[config.mk]
export PLATFORM = sky130hd
export DESIGN_NAME = spi_creg_read_slave
export DESIGN_NICKNAME = d
export VERILOG_FILES = /design/src/rtl/spi_rcr_pkg.sv /design/src/rtl/spi_rst_sync.sv /design/src/rtl/spi_pin_front.sv /design/src/rtl/spi_hdr_ctrl.sv /design/src/rtl/spi_tx_shift.sv /design/src/rtl/spi_creg_read_slave.sv
export SDC_FILE = /design/constraint.sdc
export NUM_CORES = 1
export LEC_CHECK = 0
export BUFFER_PORTS_ARGS = -buffer_cell sky130_fd_sc_hd__buf_2
export CORE_MARGIN = 8
export CORE_UTILIZATION = 30
export DETAILED_ROUTE_END_ITERATION = 12
export PLACE_DENSITY = 0.48
export SLEW_MARGIN = 20
export SYNTH_ARGS = -nofsm -noshare
export SYNTH_HDL_FRONTEND = slang
export SYNTH_SLANG_ARGS = --single-unit
export TNS_END_PERCENT = 50
[constraint.sdc]
create_clock -name clk -period 1.75 [get_ports clk]
set_input_delay 0 -clock clk [delete_from_list [all_inputs] [get_ports clk]]
set_output_delay 0 -clock clk [all_outputs]
set_load 0.02 [all_outputs]
[src/rtl/spi_rcr_pkg.sv]
package spi_rcr_pkg;

  typedef enum logic [1:0] {
    RS_IDLE = 2'd0,
    RS_HDR  = 2'd1,
    RS_DATA = 2'd2,
    RS_MUTE = 2'd3
  } rd_state_e;

  localparam logic [2:0] CMD_READ = 3'b000;

endpackage

[src/rtl/spi_rst_sync.sv]
module spi_rst_sync (
  input  logic clk,
  input  logic rst_n,
  output logic rst_n_s
);
  logic [1:0] rs_q;

  always_ff @(posedge clk or negedge rst_n) begin
    if (!rst_n) rs_q <= 2'b00;
    else        rs_q <= {rs_q[0], 1'b1};
  end

  assign rst_n_s = rs_q[1];
endmodule

[src/rtl/spi_pin_front.sv]
module spi_pin_front #(
  parameter int STAGES = 2
) (
  input  logic clk,
  input  logic rst_n,
  input  logic sck_in,
  input  logic cs_n_in,
  input  logic si_in,
  output logic sck_rise,
  output logic sck_fall,
  output logic cs_act,
  output logic si_s
);
  // lane order {si, cs_n, sck}; idle values with cs_n high
  localparam logic [2:0] IDLE_V = 3'b010;

  logic [STAGES-1:0][2:0] stg_q, stg_d;
  logic                   sck_last_q, sck_last_d;
  logic                   sck_s;

  always_comb begin
    stg_d      = {stg_q[STAGES-2:0], {si_in, cs_n_in, sck_in}};
    sck_last_d = stg_q[STAGES-1][0];
  end

  always_ff @(posedge clk or negedge rst_n) begin
    if (!rst_n) begin
      stg_q      <= {STAGES{IDLE_V}};
      sck_last_q <= 1'b0;
    end else begin
      stg_q      <= stg_d;
      sck_last_q <= sck_last_d;
    end
  end

  assign sck_s    = stg_q[STAGES-1][0];
  assign sck_rise = sck_s & ~sck_last_q;
  assign sck_fall = ~sck_s & sck_last_q;
  assign cs_act   = ~stg_q[STAGES-1][1];
  assign si_s     = stg_q[STAGES-1][2];
endmodule

[src/rtl/spi_hdr_ctrl.sv]
module spi_hdr_ctrl
  import spi_rcr_pkg::*;
#(
  parameter int OPC_W  = 3,
  parameter int ADDR_W = 5,
  parameter int BANK_W = 2
) (
  input  logic                     clk,
  input  logic                     rst_n,
  input  logic                     cs_act,
  input  logic                     sck_rise,
  input  logic                     si_s,
  input  logic [BANK_W-1:0]        bank_sel,
  input  logic [(1<<ADDR_W)-1:0]   slow_map,
  output logic                     rd_stb,
  output logic [ADDR_W-1:0]        rd_addr,
  output logic [BANK_W-1:0]        rd_bank,
  output logic                     load_req,
  output logic                     load_slow,
  output logic                     tx_en
);
  localparam int HDR_W = OPC_W + ADDR_W;
  localparam int CNT_W = $clog2(HDR_W);
  localparam logic [CNT_W-1:0] LAST_BIT = CNT_W'(HDR_W - 1);

  rd_state_e          st_q, st_d;
  logic [CNT_W-1:0]   cnt_q, cnt_d;
  logic [HDR_W-1:0]   hdr_q, hdr_d, hdr_full;
  logic               stb_q, stb_d;
  logic               ld_q, ld_d;
  logic               slow_q, slow_d;
  logic [ADDR_W-1:0]  addr_q, addr_d;
  logic [BANK_W-1:0]  bank_q, bank_d;

  assign hdr_full = {hdr_q[HDR_W-2:0], si_s};

  always_comb begin
    st_d   = st_q;
    cnt_d  = cnt_q;
    hdr_d  = hdr_q;
    stb_d  = 1'b0;
    ld_d   = stb_q;
    slow_d = slow_q;
    addr_d = addr_q;
    bank_d = bank_q;
    if (!cs_act) begin
      st_d  = RS_IDLE;
      cnt_d = '0;
      ld_d  = 1'b0;
    end else begin
      unique case (st_q)
        RS_IDLE, RS_HDR: begin
          st_d = RS_HDR;
          if (sck_rise) begin
            hdr_d = hdr_full;
            cnt_d = cnt_q + 1'b1;
            if (cnt_q == LAST_BIT) begin
              cnt_d = '0;
              if (hdr_full[HDR_W-1 -: OPC_W] == CMD_READ) begin
                st_d   = RS_DATA;
                stb_d  = 1'b1;
                addr_d = hdr_full[ADDR_W-1:0];
                bank_d = bank_sel;
                slow_d = slow_map[hdr_full[ADDR_W-1:0]];
              end else begin
                st_d = RS_MUTE;
              end
            end
          end
        end
        RS_DATA: st_d = RS_DATA;
        RS_MUTE: st_d = RS_MUTE;
        default: st_d = RS_IDLE;
      endcase
    end
  end

  always_ff @(posedge clk or negedge rst_n) begin
    if (!rst_n) begin
      st_q   <= RS_IDLE;
      cnt_q  <= '0;
      hdr_q  <= '0;
      stb_q  <= 1'b0;
      ld_q   <= 1'b0;
      slow_q <= 1'b0;
      addr_q <= '0;
      bank_q <= '0;
    end else begin
      st_q   <= st_d;
      cnt_q  <= cnt_d;
      hdr_q  <= hdr_d;
      stb_q  <= stb_d;
      ld_q   <= ld_d;
      slow_q <= slow_d;
      addr_q <= addr_d;
      bank_q <= bank_d;
    end
  end

  assign rd_stb    = stb_q;
  assign rd_addr   = addr_q;
  assign rd_bank   = bank_q;
  assign load_req  = ld_q;
  assign load_slow = slow_q;
  assign tx_en     = (st_q == RS_DATA);
endmodule

[src/rtl/spi_tx_shift.sv]
module spi_tx_shift #(
  parameter int DATA_W = 8
) (
  input  logic              clk,
  input  logic              rst_n,
  input  logic              cs_act,
  input  logic              tx_en,
  input  logic              sck_fall,
  input  logic              load,
  input  logic              load_slow,
  input  logic [DATA_W-1:0] ld_data,
  output logic              so,
  output logic              so_oe
);
  localparam int SH_W = 2 * DATA_W;

  logic [SH_W-1:0] sh_q, sh_d, sh_fast, sh_slow;
  logic            so_q, so_d;
  logic            oe_q, oe_d;

  // fast: data leads; slow: a zero byte leads; zeros are shifted in behind
  assign sh_fast = {ld_data, {DATA_W{1'b0}}};
  assign sh_slow = {{DATA_W{1'b0}}, ld_data};

  always_comb begin
    sh_d = sh_q;
    so_d = so_q;
    oe_d = oe_q;
    if (!cs_act || !tx_en) begin
      oe_d = 1'b0;
      so_d = 1'b0;
    end else if (load) begin
      sh_d = load_slow ? sh_slow : sh_fast;
    end else if (sck_fall) begin
      so_d = sh_q[SH_W-1];
      sh_d = {sh_q[SH_W-2:0], 1'b0};
      oe_d = 1'b1;
    end
  end

  always_ff @(posedge clk or negedge rst_n) begin
    if (!rst_n) begin
      sh_q <= '0;
      so_q <= 1'b0;
      oe_q <= 1'b0;
    end else begin
      sh_q <= sh_d;
      so_q <= so_d;
      oe_q <= oe_d;
    end
  end

  assign so    = so_q;
  assign so_oe = oe_q;
endmodule

[src/rtl/spi_creg_read_slave.sv]
module spi_creg_read_slave #(
  parameter int DATA_W      = 8,
  parameter int ADDR_W      = 5,
  parameter int OPC_W       = 3,
  parameter int BANK_W      = 2,
  parameter int SYNC_STAGES = 2
) (
  input  logic                   clk,
  input  logic                   rst_n,
  input  logic                   spi_sck,
  input  logic                   spi_cs_n,
  input  logic                   spi_si,
  input  logic [BANK_W-1:0]      bank_sel,
  input  logic [(1<<ADDR_W)-1:0] slow_map,
  output logic                   spi_so,
  output logic                   spi_so_oe,
  output logic                   rd_stb,
  output logic [BANK_W-1:0]      rd_bank,
  output logic [ADDR_W-1:0]      rd_addr,
  input  logic [DATA_W-1:0]      rd_data
);
  logic rst_n_s;
  logic sck_rise, sck_fall, cs_act, si_s;
  logic load_req, load_slow, tx_en;

  spi_rst_sync u_rst (
    .clk     (clk),
    .rst_n   (rst_n),
    .rst_n_s (rst_n_s)
  );

  spi_pin_front #(.STAGES(SYNC_STAGES)) u_front (
    .clk      (clk),
    .rst_n    (rst_n_s),
    .sck_in   (spi_sck),
    .cs_n_in  (spi_cs_n),
    .si_in    (spi_si),
    .sck_rise (sck_rise),
    .sck_fall (sck_fall),
    .cs_act   (cs_act),
    .si_s     (si_s)
  );

  spi_hdr_ctrl #(.OPC_W(OPC_W), .ADDR_W(ADDR_W), .BANK_W(BANK_W)) u_ctrl (
    .clk       (clk),
    .rst_n     (rst_n_s),
    .cs_act    (cs_act),
    .sck_rise  (sck_rise),
    .si_s      (si_s),
    .bank_sel  (bank_sel),
    .slow_map  (slow_map),
    .rd_stb    (rd_stb),
    .rd_addr   (rd_addr),
    .rd_bank   (rd_bank),
    .load_req  (load_req),
    .load_slow (load_slow),
    .tx_en     (tx_en)
  );

  spi_tx_shift #(.DATA_W(DATA_W)) u_tx (
    .clk       (clk),
    .rst_n     (rst_n_s),
    .cs_act    (cs_act),
    .tx_en     (tx_en),
    .sck_fall  (sck_fall),
    .load      (load_req),
    .load_slow (load_slow),
    .ld_data   (rd_data),
    .so        (spi_so),
    .so_oe     (spi_so_oe)
  );
endmodule

* Yosys cells after proc, flatten, opt, wreduce, memory -nomap -nowiden
Index checks and enable logic that the tools add are counted.
** Word-level totals
- Output and inout port bits :: 10
- Bits in registers :: 49
- Bits of input ports :: 47
** Operators by class
- Muxes and demuxes :: 26
- Order comparisons :: 1
- Reduce and logical (&&, ||, !) cells :: 14
- Eq/ne operators :: 5
- $add $sub $neg :: 1
- Bitwise gates (word level) :: 6
** Operators by type and width (count)
- 16-bit 2-to-1 mux :: 3
- 1-bit 2-to-1 mux :: 14
- 3-bit 2-to-1 mux :: 4
- 2-bit nonzero test :: 4
- 5-bit by 6-bit < comparator with 1-bit output, second input constant :: 1
- 2-bit 2-to-1 mux :: 3
- 2-bit case mux with 3 select lines :: 1
- 2-bit AND reduction :: 3
- 1-bit binary-select mux with 5-bit select :: 1
- 5-bit AND reduction :: 1
- 2-bit == test, second input constant :: 2
- 1-bit inverter :: 4
- 3-bit by 1-bit adder with 3-bit output, second input constant :: 1
- 3-bit == test, second input constant :: 1
- 3-bit logical NOT :: 1
- 3-bit AND reduction :: 1
- 1-bit bitwise AND :: 2
- 2-bit by 1-bit == test with 1-bit output, second input constant :: 1
- 2-bit logical NOT :: 1
- 2-bit by 1-bit != test with 1-bit output, second input constant :: 1
- 2-bit OR reduction :: 1
- 1-bit logical NOT :: 1
- 1-bit logical OR :: 1

* Logic depth before layout (Yosys ltp)
- Depth in word-level cells :: 6
- Depth in mapped cells :: 6

* Cells and area by module
A second synthesis with hierarchy kept.
** Unflattened totals
- Cells, all modules :: 212
- Area total of the unflattened synthesis :: 2242.2 µm²
** By module, submodules not included
- spi_hdr_ctrl :: area an instance 1166.1 µm², times used 1, sequential area each 550.5 µm², cells each 115
- spi_tx_shift :: area an instance 825.8 µm², times used 1, sequential area each 450.4 µm², cells each 84
- spi_pin_front :: area an instance 196.4 µm², times used 1, sequential area each 177.7 µm², cells each 10
- spi_rst_sync :: area an instance 53.8 µm², times used 1, sequential area each 50.0 µm², cells each 3

* Worst setup path before layout
Ideal clock, no wire load.
- Path kind :: register -> register
- From :: register u_ctrl.cnt_q[0]
- To :: register u_ctrl.bank_q[0], in the netlist u_ctrl.rd_bank[0]
- Data arrival time :: 1818 ps
- Buffers on the path :: 0
- Setup slack :: -193 ps
- Stages on the path, launching flop included :: 6
- Path through :: dfrtp_1 > ha_1 > ha_1 > or4b_4 > nor3_4 > mux2_2
** Between the ends
- Longest elaborated chain between the ends :: 2
** Ends and longest elaborated chain
- from (decl) :: RTL line spi_hdr_ctrl.sv:27 : logic [CNT_W-1:0] cnt_q, cnt_d;
- from (signal assigned) :: RTL line spi_hdr_ctrl.sv:90 : cnt_q <= cnt_d;
- 3-bit == test :: RTL line spi_hdr_ctrl.sv:57 : if (cnt_q == LAST_BIT) begin
- 5-bit AND reduction (no source line)
- to (signal assigned) :: RTL line spi_hdr_ctrl.sv:96 : bank_q <= bank_d;
- to (decl) :: RTL line spi_hdr_ctrl.sv:33 : logic [BANK_W-1:0] bank_q, bank_d;
No other way between the ends.
A chain may end at the register's enable or synchronous reset.

* Final worst setup path
- From :: register u_ctrl.cnt_q[0]
- To :: register u_ctrl.addr_q[1], in the netlist u_ctrl.rd_addr[1]
** Between the ends
- Longest elaborated chain between the ends :: 2
** Ends and longest elaborated chain
- 3-bit == test :: RTL line spi_hdr_ctrl.sv:57
- 5-bit AND reduction (no source line)
- to (signal assigned) :: RTL line spi_hdr_ctrl.sv:95 : addr_q <= addr_d;
- to (decl) :: RTL line spi_hdr_ctrl.sv:32 : logic [ADDR_W-1:0] addr_q, addr_d;
No other way between the ends.

==> out/metrics.cfg <==
[yosys]
synthTopCellsByCount=dfrtp_1, a21oi_1, mux2i_1
syn_area_sq_um=2230
avgSynthCellArea_sq_um=11.5
ys_types=31
async_flop_share_pct=100
ys.flop_type=dfrtp_1
yosys.area.top_type_share_pct=52.8
ys_seq_area_share_pct=55.2
synth.area.top_cells=dfrtp_1, mux2i_1, mux2_2
synth_edf_count=0
synth_most_common_cell=dfrtp_1
yosys_register_bits=49
synth_area_leader_cell=dfrtp_1
syn_inst=194
synth_nets=244
ys_warn_count=0

[finish]
diodes=0
synthToLayoutAreaGrowth_pct=34.6
nNetsFinal=329
layout-drive-gt1-share_pct=37.5

[power]
internal_power_uw=1920
power.leakage_uw=0.00149
ir_worst_vdd_mv=0.481
swShare_pct=25.8
p_comb_share_pct=18.2
power_per_cell_area_nw_per_um2=863
power_frac_seq_pct=50.1
clkPwrFrac_pct=31.7
power_switching_uw=669

[clocking]
clockBufferDepth=2
cts_root_buf=clkbuf_8
cts_tree=yes
worst_skew_pair.late_latency_ns=0.30
htree_levels=2
cts_sinks=49
cts_made_buffers=5
clkTransAtPathRegs_ns=0.10
cts.repair.resized=0

[global_route]
track_usage_pct=10.6
grt_pass1_vias=1812
grt_antenna_before_repair=0
overflow=0
grt_max_degree=25
grt_pass1_wl_mm=8.79

[status]
status=finished with violations
violations=negative setup slack

[critical_path]
rr_endpoint=u_ctrl.rd_addr[1]
start_kind=flop
critPathRequiredTime_ns=1.94
worstPathArrival_ns=2.18
critPathMaxFanout=9
critPathCaptureType=flop
r2r-start=u_ctrl.cnt_q[0]
reg2reg_slack_ns=-0.23
ff2ff_path_depth=6
critPathKind=reg -> reg

[sta]
tns_ns=-1.76
tightest_slew_ns=0.535
finalClockSkew_ns=0.0124
setup-violations-final=8
min_period_ns=1.98
min_period_over_period_pct=113
rsz0062_at_grt=yes
slew_violations=0
layout_setup_ws_ns=-0.234
hold_violations=0
fmax_ghz=0.504
slew_headroom_pct=64.4

[place]
hpwl_mm=3.90
dp_slack_ns=-0.233
portBuffers=56
place_congestion=0.690

[detailed_routing]
routed_wl_mm=5.11
route.detailed.drc=0
wl_per_cell_um=13.5
drt-pass1-iter-count=4
drt-initial-drc-count=48
final_antenna_net_count=0
vias=1697
via_per_inst=4.48

[die]
die_w_um=102
dieArea_sq_um=10400
core_sq_um=7210
rows=31
initial_core_util_pct=30.9
die_h_um=102
pin_count=57

[worst_hold_path]
hold_path_depth=3
hold_path_end=u_tx.sh_q[1]
min_from=rd_data[1]
hp-class=in -> reg

[run]
cap_violations=0

-- flip-flops by register name, indices dropped and copies added (netlist names) --
signal / flops
u_rst.rs_q: 2
u_ctrl.st_q: 2
u_tx.so_oe: 1
u_ctrl.hdr_q: 7
u_ctrl.rd_addr: 5
u_front.sck_last_d: 1
u_front.sck_last_q: 1
u_front.stg_q: 1
u_ctrl.cnt_q: 3
u_front.si_s: 1
u_ctrl.rd_stb: 1
u_tx.sh_q: 16
u_ctrl.load_req: 1
u_tx.so: 1
u_ctrl.rd_bank: 2
u_front.stg_d: 3
u_ctrl.load_slow: 1
-- area by class of cell --
| class | instances | area, sq um |
|---|---|---|
| fill | 744 | 4220 |
| sequential | 49 | 1230 |
| multi-input combinational | 122 | 903 |
| timing repair buffer | 87 | 576 |
| tap | 99 | 124 |
| clock buffer | 5 | 68.8 |
| inverter | 14 | 52.6 |
| clock inverter | 3 | 43.8 |
-- kinds of logic (layout without fill, tap and decap cells) --
group                    count (synthesis)  count (layout)  share of synthesized area, %
flip-flops                              49              49                          55.2
AND/OR/NAND/NOR                         37              37                          8.76
other                                    1               1                         0.168
AO/OA/AOI/OAI                           47              47                          13.8
adder cells (fa/ha/maj)                  3               3                          1.69
multiplexers                            34              34                          16.1
buffers and inverters                   23             109                          4.27
-- metrics by stage --
step                      util, %  instances  power (uW)  hold slack [ns]  cell area (sq um)
after detailed placement     38.5        360        1780           -0.205               2780
after global placement       38.5        360        1770           -0.213               2780
final                        41.6        379        2590          0.00725               3000
after floorplan                 -        194        1580           -0.296               2230
after CTS                    41.6        379        2630         0.000125               3000
after global routing         41.6        379        2740           0.0161               3000
-- how the worst max path moves through the flow --
stage                                from                end  slack [ns]  cells past startpoint
after global placement    u_ctrl.cnt_q[0]  u_ctrl.rd_addr[0]       -0.18                      6
final                     u_ctrl.cnt_q[0]  u_ctrl.rd_addr[1]       -0.23                      6
after global routing      u_ctrl.cnt_q[0]  u_ctrl.rd_addr[3]       -0.32                      6
after floorplan           u_ctrl.cnt_q[0]  u_ctrl.rd_bank[0]       -0.19                      5
after CTS                 u_ctrl.cnt_q[0]  u_ctrl.rd_addr[3]       -0.25                      6
after detailed placement  u_ctrl.cnt_q[0]  u_ctrl.rd_addr[1]       -0.23                      6
-- critical path, stage by stage (launching register included) --
cell     delay [ns]
dfrtp_1        0.37
ha_1           0.17
ha_1           0.16
or4b_4         0.48
nor3_4         0.21
buf_12         0.15
mux2_2         0.33
-- cells in the final DEF, fill, tap and decap left out, types with 2 or more instances in the layout --
master,n
o21ai_0,4
nand3_1,2
mux2_2,15
a22oi_1,3
nand2b_1,2
dlygate4sd3_1,10
ha_1,3
a221oi_1,11
and2_1,2
nand2_1,8
a21oi_1,19
buf_12,3
a31oi_1,3
nor2_1,11
buf_2,56
inv_1,14
nor3_1,3
dfrtp_1,46
a22o_1,2
clkbuf_8,5
nor2b_1,6
dfstp_2,2
mux2i_1,19
buf_4,18
-- power groups by stage --
stage               clock [uW]  sequential [uW]  combinational, uW
floorplan                    0             1300                274
global placement             0             1320                457
detailed placement           0             1320                460
CTS                        856             1300                478
global route               905             1320                524
finish                     821             1300                470
-- per-layer routing --
metal	vias up	track usage [%]	routed length, um
met5	-	0	0
met4	0	3.05	40
met3	5	3.07	194
met2	27	17.0	2430
met1	805	13.6	2450
li1	860	-	-
-- what timing repair did --
| item | in CTS | in global routing |
|---|---|---|
| cloned | 0 | 0 |
| setup buffers | 1 | 0 |
| pin swaps | 0 | 0 |
| hold endpoints to repair | 12 | 0 |
| hold buffers | 10 | 0 |
| endpoints found under the setup margin | 8 | 8 |
Note: power is estimated with default switching activity, not from simulation.
